===== config.mk =====
export PLATFORM = sky130hd
export DESIGN_NAME = pla_sop_array
export DESIGN_NICKNAME = d
export VERILOG_FILES = /design/src/rtl/pla_pkg.sv /design/src/rtl/pla_fuse_store.sv /design/src/rtl/pla_and_plane.sv /design/src/rtl/pla_or_plane.sv /design/src/rtl/pla_sop_array.sv
export SDC_FILE = /design/constraint.sdc
export NUM_CORES = 1
export LEC_CHECK = 0
export BUFFER_PORTS_ARGS = -buffer_cell sky130_fd_sc_hd__buf_2
export CAP_MARGIN = 40
export CORE_ASPECT_RATIO = 1.75
export CORE_MARGIN = 4
export CORE_UTILIZATION = 55
export CTS_CLUSTER_SIZE = 28
export DETAILED_ROUTE_END_ITERATION = 10
export HOLD_SLACK_MARGIN = 0.02
export PLACE_DENSITY = 0.8
export SLEW_MARGIN = 20
export SYNTH_ARGS = -nofsm -noshare
export SYNTH_HDL_FRONTEND = slang
export SYNTH_HIERARCHICAL = 1
export SYNTH_SLANG_ARGS = --single-unit

===== constraint.sdc =====
create_clock -name clk -period 2.1 [get_ports clk]
set_input_delay 0.105 -clock clk [delete_from_list [all_inputs] [get_ports clk]]
set_output_delay 0.105 -clock clk [all_outputs]
set_load 0.02 [all_outputs]

===== src/rtl/pla_pkg.sv =====
package pla_pkg;
  typedef enum logic [1:0] {
    CFG_BIT     = 2'd0,
    CFG_ROW_ON  = 2'd1,
    CFG_ROW_OFF = 2'd2,
    CFG_NOP     = 2'd3
  } cfg_op_e;
endpackage


===== src/rtl/pla_fuse_store.sv =====
module pla_fuse_store #(
  parameter int LINES = 4,
  parameter int PTS   = 8,
  localparam int FUSES = LINES * PTS,
  localparam int FA_W  = $clog2(FUSES),
  localparam int PT_W  = $clog2(PTS)
) (
  input  logic              clk,
  input  logic              rst,
  input  logic              cfg_en,
  input  logic              cfg_we,
  input  pla_pkg::cfg_op_e  cfg_op,
  input  logic [FA_W-1:0]   cfg_addr,
  input  logic [PT_W-1:0]   cfg_row,
  input  logic              cfg_wdata,
  output logic              cfg_rdata,
  output logic [FUSES-1:0]  fuse_map
);
  import pla_pkg::*;

  logic [FUSES-1:0] fuse_q;
  logic             addr_ok;
  logic             row_ok;
  logic             wr_go;

  // Range guards: needed when FUSES or PTS is not a power of two.
  assign addr_ok = int'(cfg_addr) < FUSES;
  assign row_ok  = int'(cfg_row) < PTS;
  assign wr_go   = cfg_en && cfg_we;

  always_ff @(posedge clk) begin
    if (rst) begin
      fuse_q    <= '0;
      cfg_rdata <= 1'b0;
    end else begin
      cfg_rdata <= addr_ok ? fuse_q[cfg_addr] : 1'b0;
      if (wr_go) begin
        unique case (cfg_op)
          CFG_BIT: begin
            if (addr_ok) fuse_q[cfg_addr] <= cfg_wdata;
          end
          CFG_ROW_ON: begin
            if (row_ok) fuse_q[int'(cfg_row)*LINES +: LINES] <= {LINES{1'b1}};
          end
          CFG_ROW_OFF: begin
            if (row_ok) fuse_q[int'(cfg_row)*LINES +: LINES] <= {LINES{1'b0}};
          end
          default: ;
        endcase
      end
    end
  end

  assign fuse_map = fuse_q;
endmodule


===== src/rtl/pla_and_plane.sv =====
module pla_and_plane #(
  parameter int LINES = 4,
  parameter int PTS   = 8,
  localparam int FUSES = LINES * PTS
) (
  input  logic [LINES-1:0] lines,
  input  logic [FUSES-1:0] fuse_map,
  output logic [PTS-1:0]   pterm
);
  // A blown fuse (1) forces its line to a neutral 1 inside the AND.
  for (genvar p = 0; p < PTS; p++) begin : g_pt
    assign pterm[p] = &(lines | fuse_map[p*LINES +: LINES]);
  end
endmodule


===== src/rtl/pla_or_plane.sv =====
module pla_or_plane #(
  parameter int NUM_OUT    = 2,
  parameter int PT_PER_OUT = 4,
  localparam int PTS = NUM_OUT * PT_PER_OUT
) (
  input  logic [PTS-1:0]     pterm,
  output logic [NUM_OUT-1:0] or_out
);
  for (genvar o = 0; o < NUM_OUT; o++) begin : g_or
    assign or_out[o] = |pterm[o*PT_PER_OUT +: PT_PER_OUT];
  end
endmodule


===== src/rtl/pla_sop_array.sv =====
module pla_sop_array #(
  parameter int NUM_IN     = 2,
  parameter int NUM_OUT    = 2,
  parameter int PT_PER_OUT = 4,
  localparam int LINES = 2 * NUM_IN,
  localparam int PTS   = NUM_OUT * PT_PER_OUT,
  localparam int FUSES = LINES * PTS,
  localparam int FA_W  = $clog2(FUSES),
  localparam int PT_W  = $clog2(PTS)
) (
  input  logic               clk,
  input  logic               rst,
  input  logic               cfg_en,
  input  logic               cfg_we,
  input  logic [1:0]         cfg_op,
  input  logic [FA_W-1:0]    cfg_addr,
  input  logic [PT_W-1:0]    cfg_row,
  input  logic               cfg_wdata,
  output logic               cfg_rdata,
  input  logic [NUM_IN-1:0]  in_data,
  output logic [NUM_OUT-1:0] sop_out
);
  import pla_pkg::*;

  logic [FUSES-1:0]   fuse_map;
  logic [LINES-1:0]   lines;
  logic [PTS-1:0]     pterm;
  logic [NUM_OUT-1:0] or_out;
  logic [NUM_OUT-1:0] sop_q;

  // True line on even index, complement on the following odd index.
  for (genvar k = 0; k < NUM_IN; k++) begin : g_lines
    assign lines[2*k]   = in_data[k];
    assign lines[2*k+1] = ~in_data[k];
  end

  pla_fuse_store #(.LINES(LINES), .PTS(PTS)) u_store (
    .clk       (clk),
    .rst       (rst),
    .cfg_en    (cfg_en),
    .cfg_we    (cfg_we),
    .cfg_op    (cfg_op_e'(cfg_op)),
    .cfg_addr  (cfg_addr),
    .cfg_row   (cfg_row),
    .cfg_wdata (cfg_wdata),
    .cfg_rdata (cfg_rdata),
    .fuse_map  (fuse_map)
  );

  pla_and_plane #(.LINES(LINES), .PTS(PTS)) u_and (
    .lines    (lines),
    .fuse_map (fuse_map),
    .pterm    (pterm)
  );

  pla_or_plane #(.NUM_OUT(NUM_OUT), .PT_PER_OUT(PT_PER_OUT)) u_or (
    .pterm  (pterm),
    .or_out (or_out)
  );

  always_ff @(posedge clk) begin
    if (rst || cfg_en) sop_q <= '0;
    else               sop_q <= or_out;
  end

  assign sop_out = sop_q;
endmodule


# After elaboration in Yosys (flattened, before gate mapping)

Index checks and enable logic that the tools add are counted.

Register bits after elaboration: 35
Bits of input ports: 17
Output and inout bits: 3
Logic and storage cells: 45

Add/sub/neg operators: 1
Magnitude comparators: 2
Eq/ne operators: 2
Shift operators: 3
Mux-type cells: 8
Bitwise logic cells: 10
Reductions and logical operators: 16

Operator list:

| cell                                                       | number |
|---|---|
| bitwise mux 32 bit                                         | 3 |
| one-hot mux 32 bit (3 select lines)                        | 1 |
| indexed part select 4 x 33 -> 32 bit, first input constant | 2 |
| negator 5 -> 33 bit                                        | 1 |
| variable shift 4 x 33 -> 32 bit, first input constant      | 1 |
| bitwise OR 4 bit                                           | 8 |
| AND reduction 4 bit                                        | 8 |
| OR reduction 4 bit                                         | 2 |
| < comparator 5 x 6 -> 1 bit, second input constant         | 1 |
| binary-select mux 1 bit (select 5 bit)                     | 1 |
| demux 1 bit (select 5 bit)                                 | 1 |
| >= comparator 5 x 1 -> 1 bit, second input constant        | 1 |
| nonzero test 3 bit                                         | 1 |
| equality test 2 x 1 -> 1 bit, second input constant        | 1 |
| equality test 2 bit, second input constant                 | 1 |
| logical AND 1 bit                                          | 2 |
| zero test 2 bit                                            | 1 |
| 2-to-1 mux 1 bit                                           | 2 |
| inverter 1 bit                                             | 2 |
| AND reduction 2 bit                                        | 1 |
| logical OR 1 bit                                           | 1 |

# Longest topological paths before layout

Gate-level depths: netlist of run 1.

Depth in word-level cells: 6
Depth in mapped cells: 9
Gate-level depth less buffers: 8

# Modules after synthesis

The synthesis of run 1 kept the hierarchy.

Modules (own cells, without submodules):

| module         | instances | cells an instance | area each (um2) | sequential area each (um2) |
|---|---|---|---|---|
| pla_fuse_store | 1         | 313               | 2428.6          | 660.6 |
| pla_and_plane  | 1         | 28                | 177.7           | 0.0 |
| pla_sop_array  | 1         | 6                 | 62.6            | 40.0 |
| pla_or_plane   | 1         | 2                 | 15.0            | 0.0 |

# Worst setup path before layout of run 1

Ideal clock, no wire load.

Path kind: input -> register
From: input port cfg_row[0]
To: register (tool-made name)
Setup time: 142 ps
Data arrival time: 1950 ps
Data required time: 1958 ps
Setup slack: 9 ps
Stages on the path: 9
Buffers on the path: 1
Path through: clkbuf_1 -> inv_1 -> ha_1 -> ha_1 -> or4b_4 -> o31a_1 -> o21ai_2 -> o21bai_1 -> a311oi_1

RTL lines:

| what        | line                | RTL |
|---|---|---|
| from (decl) | pla_sop_array.sv:17 | `input logic [PT_W-1:0] cfg_row,` |

==> flow_summary.json, run 1 <==
{
  "port_buffers": 19,
  "flow.area_growth_from_synthesis_pct": 7.09,
  "netlist_top_cells_area": "dfxtp_1, a21oi_1, o221a_2, a211oi_1, o21ai_0",
  "dp_hpwl_um": 6040,
  "insertion_delay_ps": 290,
  "core_um2": 4710,
  "status": "complete, no violations",
  "postCtsSetupBuffers": 0,
  "synth_edf_count": 0,
  "start_util_pct": 57.0,
  "cts_buffers": 5,
  "die_h_um": 100,
  "syn-num-nets": 371,
  "yosysTopAreaCell": "dfxtp_1",
  "seq_area_frac_synth_pct": 26.1,
  "antenna_found_initial": 0,
  "slew_headroom_pct": 57.6,
  "io_pins": 20,
  "num_rows": 33,
  "worstSetupStartpointType": "input port",
  "ys_async_sr_fraction_pct": 0,
  "ys_seq_elements": 35,
  "drt_iter0_drc": 225,
  "cts_sinks": 35,
  "period_minus_slack_ps": 1740,
  "synth.most_common_cell": "a21oi_1",
  "grt_pass1_wl_um": 13900,
  "cp_data_required_time_ps": 2310,
  "firstDrtPassIters": 6,
  "r2r_setup_slack_ps": 570,
  "p_leak_nw": 1.05,
  "min_period_over_period_pct": 83.0,
  "critical_path_class": "input port to flop",
  "ant_nets": 0,
  "ctsHtreeMaxLevel": 2,
  "power_density_nw_per_um2": 595,
  "maxCapViolations": 0,
  "die_area_um2": 6110,
  "ys.warnings.count": 6,
  "grt_max_degree": 48,
  "syn-mean-instance-area_um2": 7.69,
  "vdd_drop_max_uv": 468,
  "fmax_mhz": 573,
  "gr-total-overflow": 0,
  "avgRoutedWirePerCell_um": 20.9,
  "worst_pin_slew_ps": 636,
  "num_vias": 2988,
  "drt-total-wl_um": 8530,
  "grt_pass1_vias": 2815,
  "synth_cells": 349,
  "wl_met1_um": 2950,
  "crit_path_end_kind": "flop",
  "vias_per_cell": 7.31,
  "clk_path_buf_depth": 2,
  "topRoutingLayerUsed": "met4",
  "cp.arrival_ps": 1960,
  "skew_ps": 5.88,
  "root_buffer": "clkbuf_8",
  "cts_tree": "built",
  "drive_above_1_share_pct": 18.2,
  "hold_path.class": "input port to flop",
  "synth.distinct_cells": 45,
  "route.met3.wl_um": 885,
  "synth-main-ff-cell": "dfxtp_1",
  "synth_commonest_cells": "a21oi_1, dfxtp_1, nand2_1",
  "drc": 0,
  "dr_wl_met2_um": 4150,
  "ctsResizeCount": 0,
  "setup_violations": 0,
  "fin_cells": 409,
  "drv_slew": 0,
  "dp.cells": 400,
  "die-width_um": 60.8,
  "diodes": 0,
  "rsz0062_at_grt": "false",
  "final_nets": 378,
  "tns_ps": 0,
  "place.gp.congestion": 0.981,
  "grtUsageTotal_pct": 30.0,
  "syn-cell-area_um2": 2680,
  "synth_top_area_share_pct": 26.1,
  "cp_max_fo": 24,
  "path_clk_slew_ps": 70,
  "hold_viol_final": 0
}
==> timing repair <==
action	4_1_cts	5_1_grt
hold buffers	1	0
endpoints found under the hold margin	2	0
endpoints found under the setup margin	0	0
==> critical path, stage by stage <==
cell and delay [ps]:
dlygate4sd3_1 520, buf_2 120, nand2_1 80, or2_1 230, buf_4 220, a21oi_1 340, a21oi_1 110, a211oi_1 220
==> report_power, final <==
part,internal [W],switching [W]
clock,0.000300,0.000255
combinational,0.000159,0.000283
sequential,0.000690,0.0000237
==> kinds of logic (layout without fill, tap and decap cells) <==
group                    Yosys count  after routing  synth area share (%)
buffers and inverters             43             51                  8.34
AO/OA/AOI/OAI                    153            153                  38.3
multiplexers                      14             14                  6.15
adder cells (fa/ha/maj)            5              5                  2.33
flip-flops                        35             35                  26.1
AND/OR/NAND/NOR                   99             99                  18.8
==> layout make-up <==
class	instances	area, um2
fill	462	1830
multi-input combinational	271	1760
sequential	35	701
timing repair buffer	32	208
clock buffer	8	100
tap	52	65.1
inverter	11	41.3
==> routing by layer <==
metal / GRT usage, % / up-vias
met5: 0 / -
met3: 5.66 / 58
met2: 48.1 / 210
met1: 35.3 / 1376
li1: - / 1344
met4: 18.9 / 0
==> per-stage QoR <==
stage	total power (W)	setup WS [ps]	util [%]	cell area, um2	hold slack, ps
2_1_floorplan	0.00104	8.67	-	2680	180
3_3_place_gp	0.00114	136	58.7	2760	301
3_5_place_dp	0.00115	83.0	58.7	2760	307
4_1_cts	0.00170	386	61.1	2870	169
5_1_grt	0.00177	232	61.1	2870	175
6_report	0.00171	356	61.1	2870	188
==> final timing paths <==
| check | depth (start not counted) | to | startpoint |
|---|---|---|---|
| worst max-delay path | 8 | flop | cfg_en |
| worst min-delay path | 2 | flop | rst |
| worst max register to register | 5 | u_store/cfg_rdata | flop |
| worst min register to register | 2 | flop | flop |
==> cell usage in the layout (no fill, tap or decap), types with 4 or more instances in the layout <==
cell type,Yosys,final
a311oi_1,4,4
ha_1,5,5
o21ai_0,30,30
buf_2,8,19
nand2_1,33,33
o221a_2,16,16
buf_4,3,11
clkbuf_8,0,7
o22ai_1,18,18
a211oi_1,20,20
nand2b_1,4,4
nor2_1,21,21
a221oi_1,4,4
mux2i_1,12,12
nand3b_1,6,6
inv_1,10,10
nand3_1,8,8
o21bai_1,4,4
o21ai_1,4,4
or4_1,5,5
dfxtp_1,35,35
nor3_1,6,6
a21oi_1,41,41
Note: power is estimated with default switching activity, not from simulation.
==> inputs of run 2 (changes only) <==
--- a/config.mk
+++ b/config.mk
@@ -9,11 +9,11 @@
 export CAP_MARGIN = 40
 export CORE_ASPECT_RATIO = 1.75
 export CORE_MARGIN = 4
-export CORE_UTILIZATION = 55
+export CORE_UTILIZATION = 61
 export CTS_CLUSTER_SIZE = 28
 export DETAILED_ROUTE_END_ITERATION = 10
 export HOLD_SLACK_MARGIN = 0.02
-export PLACE_DENSITY = 0.8
+export PLACE_DENSITY = 0.84
 export SLEW_MARGIN = 20
 export SYNTH_ARGS = -nofsm -noshare
 export SYNTH_HDL_FRONTEND = slang
==> constraint.sdc (replaced) <==
create_clock -name clk -period 1.8 [get_ports clk]
set_input_delay 0.09 -clock clk [delete_from_list [all_inputs] [get_ports clk]]
set_output_delay 0.09 -clock clk [all_outputs]
set_load 0.02 [all_outputs]
==> flow_summary.json, run 2 (synthesized netlist as in run 1, its figures left out) <==
{
  "dp_hpwl_um": 6220,
  "drv_slew": 0,
  "fmax_mhz": 572,
  "hold_viol_final": 0,
  "p_comb_share_pct": 27.7,
  "ctsHtreeMaxLevel": 2,
  "die_area_um2": 5570,
  "status": "complete, no violations",
  "cp.arrival_ps": 1900,
  "insertion_delay_ps": 290,
  "clk_path_buf_depth": 2,
  "root_buffer": "clkbuf_8",
  "cts_sinks": 35,
  "grt_pass1_wl_um": 13900,
  "hold_path.class": "input port to flop",
  "crit_path_end_kind": "flop",
  "num_vias": 3039,
  "power_density_nw_per_um2": 665,
  "final_nets": 391,
  "place.gp.congestion": 0.961,
  "die_h_um": 95.7,
  "critical_path_class": "input port to flop",
  "p_seq_share_pct": 41.2,
  "fill_cells": 347,
  "drt-total-wl_um": 8710,
  "grt_pass1_vias": 2852,
  "vdd_drop_max_uv": 481,
  "pwr-share-clk_pct": 31.0,
  "hold_slack_ps": 165,
  "drc": 0,
  "antenna_found_initial": 0,
  "internal_power_w": 0.00137,
  "cts_tree": "built",
  "port_buffers": 19,
  "cp_max_fo": 4,
  "min_period_over_period_pct": 97.1,
  "die-width_um": 58.1,
  "maxCapViolations": 0,
  "gr-total-overflow": 0,
  "cp_data_required_time_ps": 1950,
  "period_minus_slack_ps": 1750,
  "path_clk_slew_ps": 70,
  "ant_nets": 0,
  "start_util_pct": 64.1,
  "rsz0062_at_grt": "false",
  "grt_max_degree": 48,
  "setup_violations": 0,
  "switchingPower_w": 0.000653,
  "final_cell_mix": "a21oi_1, dfxtp_1, nand2_1",
  "cts_buffers": 5,
  "final_common_cell": "a21oi_1",
  "firstDrtPassIters": 6,
  "vias_per_cell": 7.25,
  "grtUsageTotal_pct": 32.8,
  "drt_iter0_drc": 344,
  "core_um2": 4190,
  "swShare_pct": 32.3,
  "num_rows": 31,
  "worst_pin_slew_ps": 549,
  "p_leak_nw": 1.12,
  "slew_headroom_pct": 63.4,
  "avgRoutedWirePerCell_um": 20.8,
  "diodes": 0,
  "drive_above_1_share_pct": 23.5,
  "flow.area_growth_from_synthesis_pct": 13.2,
  "worstSetupStartpointType": "input port",
  "total_power_w": 0.00202,
  "skew_ps": 5.33,
  "io_pins": 20,
  "postCtsSetupBuffers": 0,
  "tns_ps": 0
}
[run 2: layer usage]
| layer | part of all wire [%] | routed length, um | GRT usage (%) |
|---|---|---|---|
| met1 | 34 | 2990 | 35.7 |
| met2 | 48 | 4200 | 55.6 |
| met3 | 9.9 | 866 | 6.98 |
| met4 | 7.5 | 653 | 23.0 |
| met5 | 0 | 0 | 0 |
[run 2: timing repair]
action,4_1_cts,5_1_grt
hold buffers,1,0
gates resized for setup,0,7
hold endpoints to repair,2,0
endpoints found under the setup margin,0,9
[run 2: cell type report]
cell class / instances / area [um2] / share of cell area (%)
multi-input combinational: 271 / 1810 / 59.7
sequential: 35 / 701 / 23.1
timing repair buffer: 45 / 318 / 10.5
clock buffer: 8 / 100 / 3.29
tap: 49 / 61.3 / 2.02
inverter: 11 / 43.8 / 1.44
[run 2: worst max-delay path, cell delays in order]
cell and delay, ps:
buf_2 80, inv_1 60, ha_4 160, ha_4 230
or4b_4 510, o31a_1 300, o21ai_2 190, o21bai_2 160
a311oi_2 110
[run 2: stage by stage]
stage | utilization, % | area [um2] | std cells | setup WS (ps)
global route | 72.5 | 3040 | 419 | 13.9
floorplan | - | 2730 | 349 | -127
finish | 72.5 | 3040 | 419 | 53.0
detailed placement | 69.2 | 2900 | 410 | -238
CTS | 71.8 | 3010 | 419 | 52.6
global placement | 69.2 | 2900 | 410 | -148
[run 2: worst paths after layout]
path,end,slack (ps),depth (start not counted),from
hold / removal,u_store/cfg_rdata,170,2,rst
setup reg to reg,u_store/cfg_rdata,320,5,flop
setup / recovery,flop,50,9,cfg_row[1]
hold reg to reg,flop,540,2,flop
[run 2: power groups by stage]
stage               combinational, W  sequential [W]  clock, W
floorplan                   0.000376        0.000845         0
global placement            0.000516        0.000849         0
detailed placement          0.000529        0.000850         0
CTS                         0.000536        0.000833  0.000635
global route                0.000605        0.000836  0.000674
finish                      0.000560        0.000834  0.000628
==> inputs of run 3 (changes only) <==
==> constraint.sdc (replaced) <==
create_clock -name clk -period 1.8 [get_ports clk]
set_input_delay 0.18 -clock clk [delete_from_list [all_inputs] [get_ports clk]]
set_output_delay 0.18 -clock clk [all_outputs]
set_load 0.02 [all_outputs]
==> flow_summary.json, run 3 (synthesized netlist as in run 1, its figures left out) <==
{
  "min_period_over_period_pct": 96.6,
  "cp_cell_sequence": "buf_6 -> inv_2 -> ha_4 -> ha_4 -> or4b_4 -> buf_6 -> nor3_4 -> o21bai_1 -> a311oi_1",
  "min-delay-start": "cfg_en",
  "reg2regPathDepth": 5,
  "period_minus_slack_ps": 1740,
  "drc": 0,
  "io_pins": 20,
  "p_leak_nw": 1.14,
  "path_buf_inv": 3,
  "path_clk_slew_ps": 70,
  "cts_tree": "built",
  "grt_pass1_vias": 2938,
  "gr-total-overflow": 0,
  "insertion_delay_ps": 280,
  "ant_nets": 0,
  "ctsHtreeMaxLevel": 2,
  "status": "complete, no violations",
  "port_buffers": 19,
  "final_cell_mix": "a21oi_1, dfxtp_1, nand2_1",
  "cts_buffers": 5,
  "r2r_setup_slack_ps": 290,
  "drive_above_1_share_pct": 23.5,
  "cp_slowest_cell": "or4b_4",
  "dp_hpwl_um": 6260,
  "grtUsageTotal_pct": 32.0,
  "cp_top_family": "simple AND/OR/NAND/NOR gates",
  "final_nets": 395,
  "fmax_mhz": 575,
  "grt_pass1_wl_um": 13600,
  "hold-path-endpoint": "sop_out[0]",
  "die_area_um2": 5570,
  "hold_viol_final": 0,
  "timing.rr.end": "u_store/cfg_rdata",
  "p_seq_share_pct": 41.3,
  "firstDrtPassIters": 5,
  "vdd_drop_max_uv": 633,
  "drv_slew": 0,
  "internal_power_w": 0.00137,
  "drt-total-wl_um": 8750,
  "skew_ps": 1.70,
  "swShare_pct": 32.1,
  "setup_violations": 0,
  "cp_data_required_time_ps": 1980,
  "vias_per_cell": 7.26,
  "design_area_um2": 3040,
  "power_density_nw_per_um2": 664,
  "num_rows": 31,
  "drt_iter0_drc": 424,
  "utilization_pct": 72.5,
  "ctsResizeCount": 0,
  "p_comb_share_pct": 27.7,
  "die_h_um": 95.7,
  "hold_depth": 2,
  "crit_path_end_kind": "flop",
  "cts_sinks": 35,
  "worstSetupStartpointType": "input port",
  "cp.arrival_ps": 1910,
  "placed_area_um2": 2910,
  "max_stage_delay_ps": 490,
  "tns_ps": 0,
  "cts-hold-fix-buffers": 0,
  "hold_path.class": "input port to flop",
  "core_um2": 4190,
  "maxCapViolations": 0,
  "antenna_found_initial": 0,
  "worst_pin_slew_ps": 533,
  "root_buffer": "clkbuf_8",
  "slew_headroom_pct": 64.4,
  "critical_path_class": "input port to flop",
  "final_common_cell": "a21oi_1",
  "start_util_pct": 64.1,
  "setup.worst_path.start": "cfg_row[1]",
  "clk_path_buf_depth": 2,
  "switchingPower_w": 0.000646,
  "flow.area_growth_from_synthesis_pct": 13.1,
  "diodes": 0,
  "grt_max_degree": 27,
  "fin_cells": 423,
  "place.gp.congestion": 0.980,
  "pwr-share-clk_pct": 30.9,
  "cp_max_fo": 4,
  "postCtsSetupBuffers": 0,
  "die-width_um": 58.1,
  "avgRoutedWirePerCell_um": 20.7,
  "num_vias": 3073,
  "dp.cells": 415
}
## run 3: cell types whose count changed in the layout (fill, tap and decap cells not counted), sizes merged
cell,before,now
dlygate4sd3,1,0
buf,44,49
## run 3: worst max path at each step
stage            to  cells after the start
2_1_floorplan  flop                      9
5_1_grt        flop                      9
4_1_cts        flop                      9
6_report       flop                      9
3_3_place_gp   flop                      9
3_5_place_dp   flop                      9
## run 3: through the flow
stage	hold slack, ps	setup slack [ps]	total power (W)
5_1_grt	81.1	-8.27	0.00211
2_1_floorplan	255	-217	0.00122
3_5_place_dp	383	-288	0.00138
4_1_cts	80.7	12.3	0.00200
6_report	87.9	61.3	0.00202
3_3_place_gp	377	-236	0.00136
## run 3: final cells by class
class	count	area, um2
Timing Repair Buffer	49	337
Fill cell	327	1150
Inverter	11	43.8
Sequential cell	35	701
Tap cell	49	61.3
Clock buffer	8	100
Multi-Input combinational cell	271	1790
## run 3: layer usage
layer | vias up | GRT usage (%) | share of wire [%]
li1 | 1378 | - | -
met1 | 1373 | 35.0 | 35
met2 | 252 | 54.2 | 48
met3 | 70 | 5.23 | 9.9
met4 | 0 | 24.0 | 7.4
met5 | - | 0 | 0
## run 3: power by group through the flow
stage          clock network (W)  registers [W]  logic, W
2_1_floorplan                  0       0.000845  0.000376
3_3_place_gp                   0       0.000848  0.000517
3_5_place_dp                   0       0.000850  0.000527
4_1_cts                 0.000634       0.000833  0.000532
5_1_grt                 0.000677       0.000836  0.000599
6_report                0.000624       0.000833  0.000559
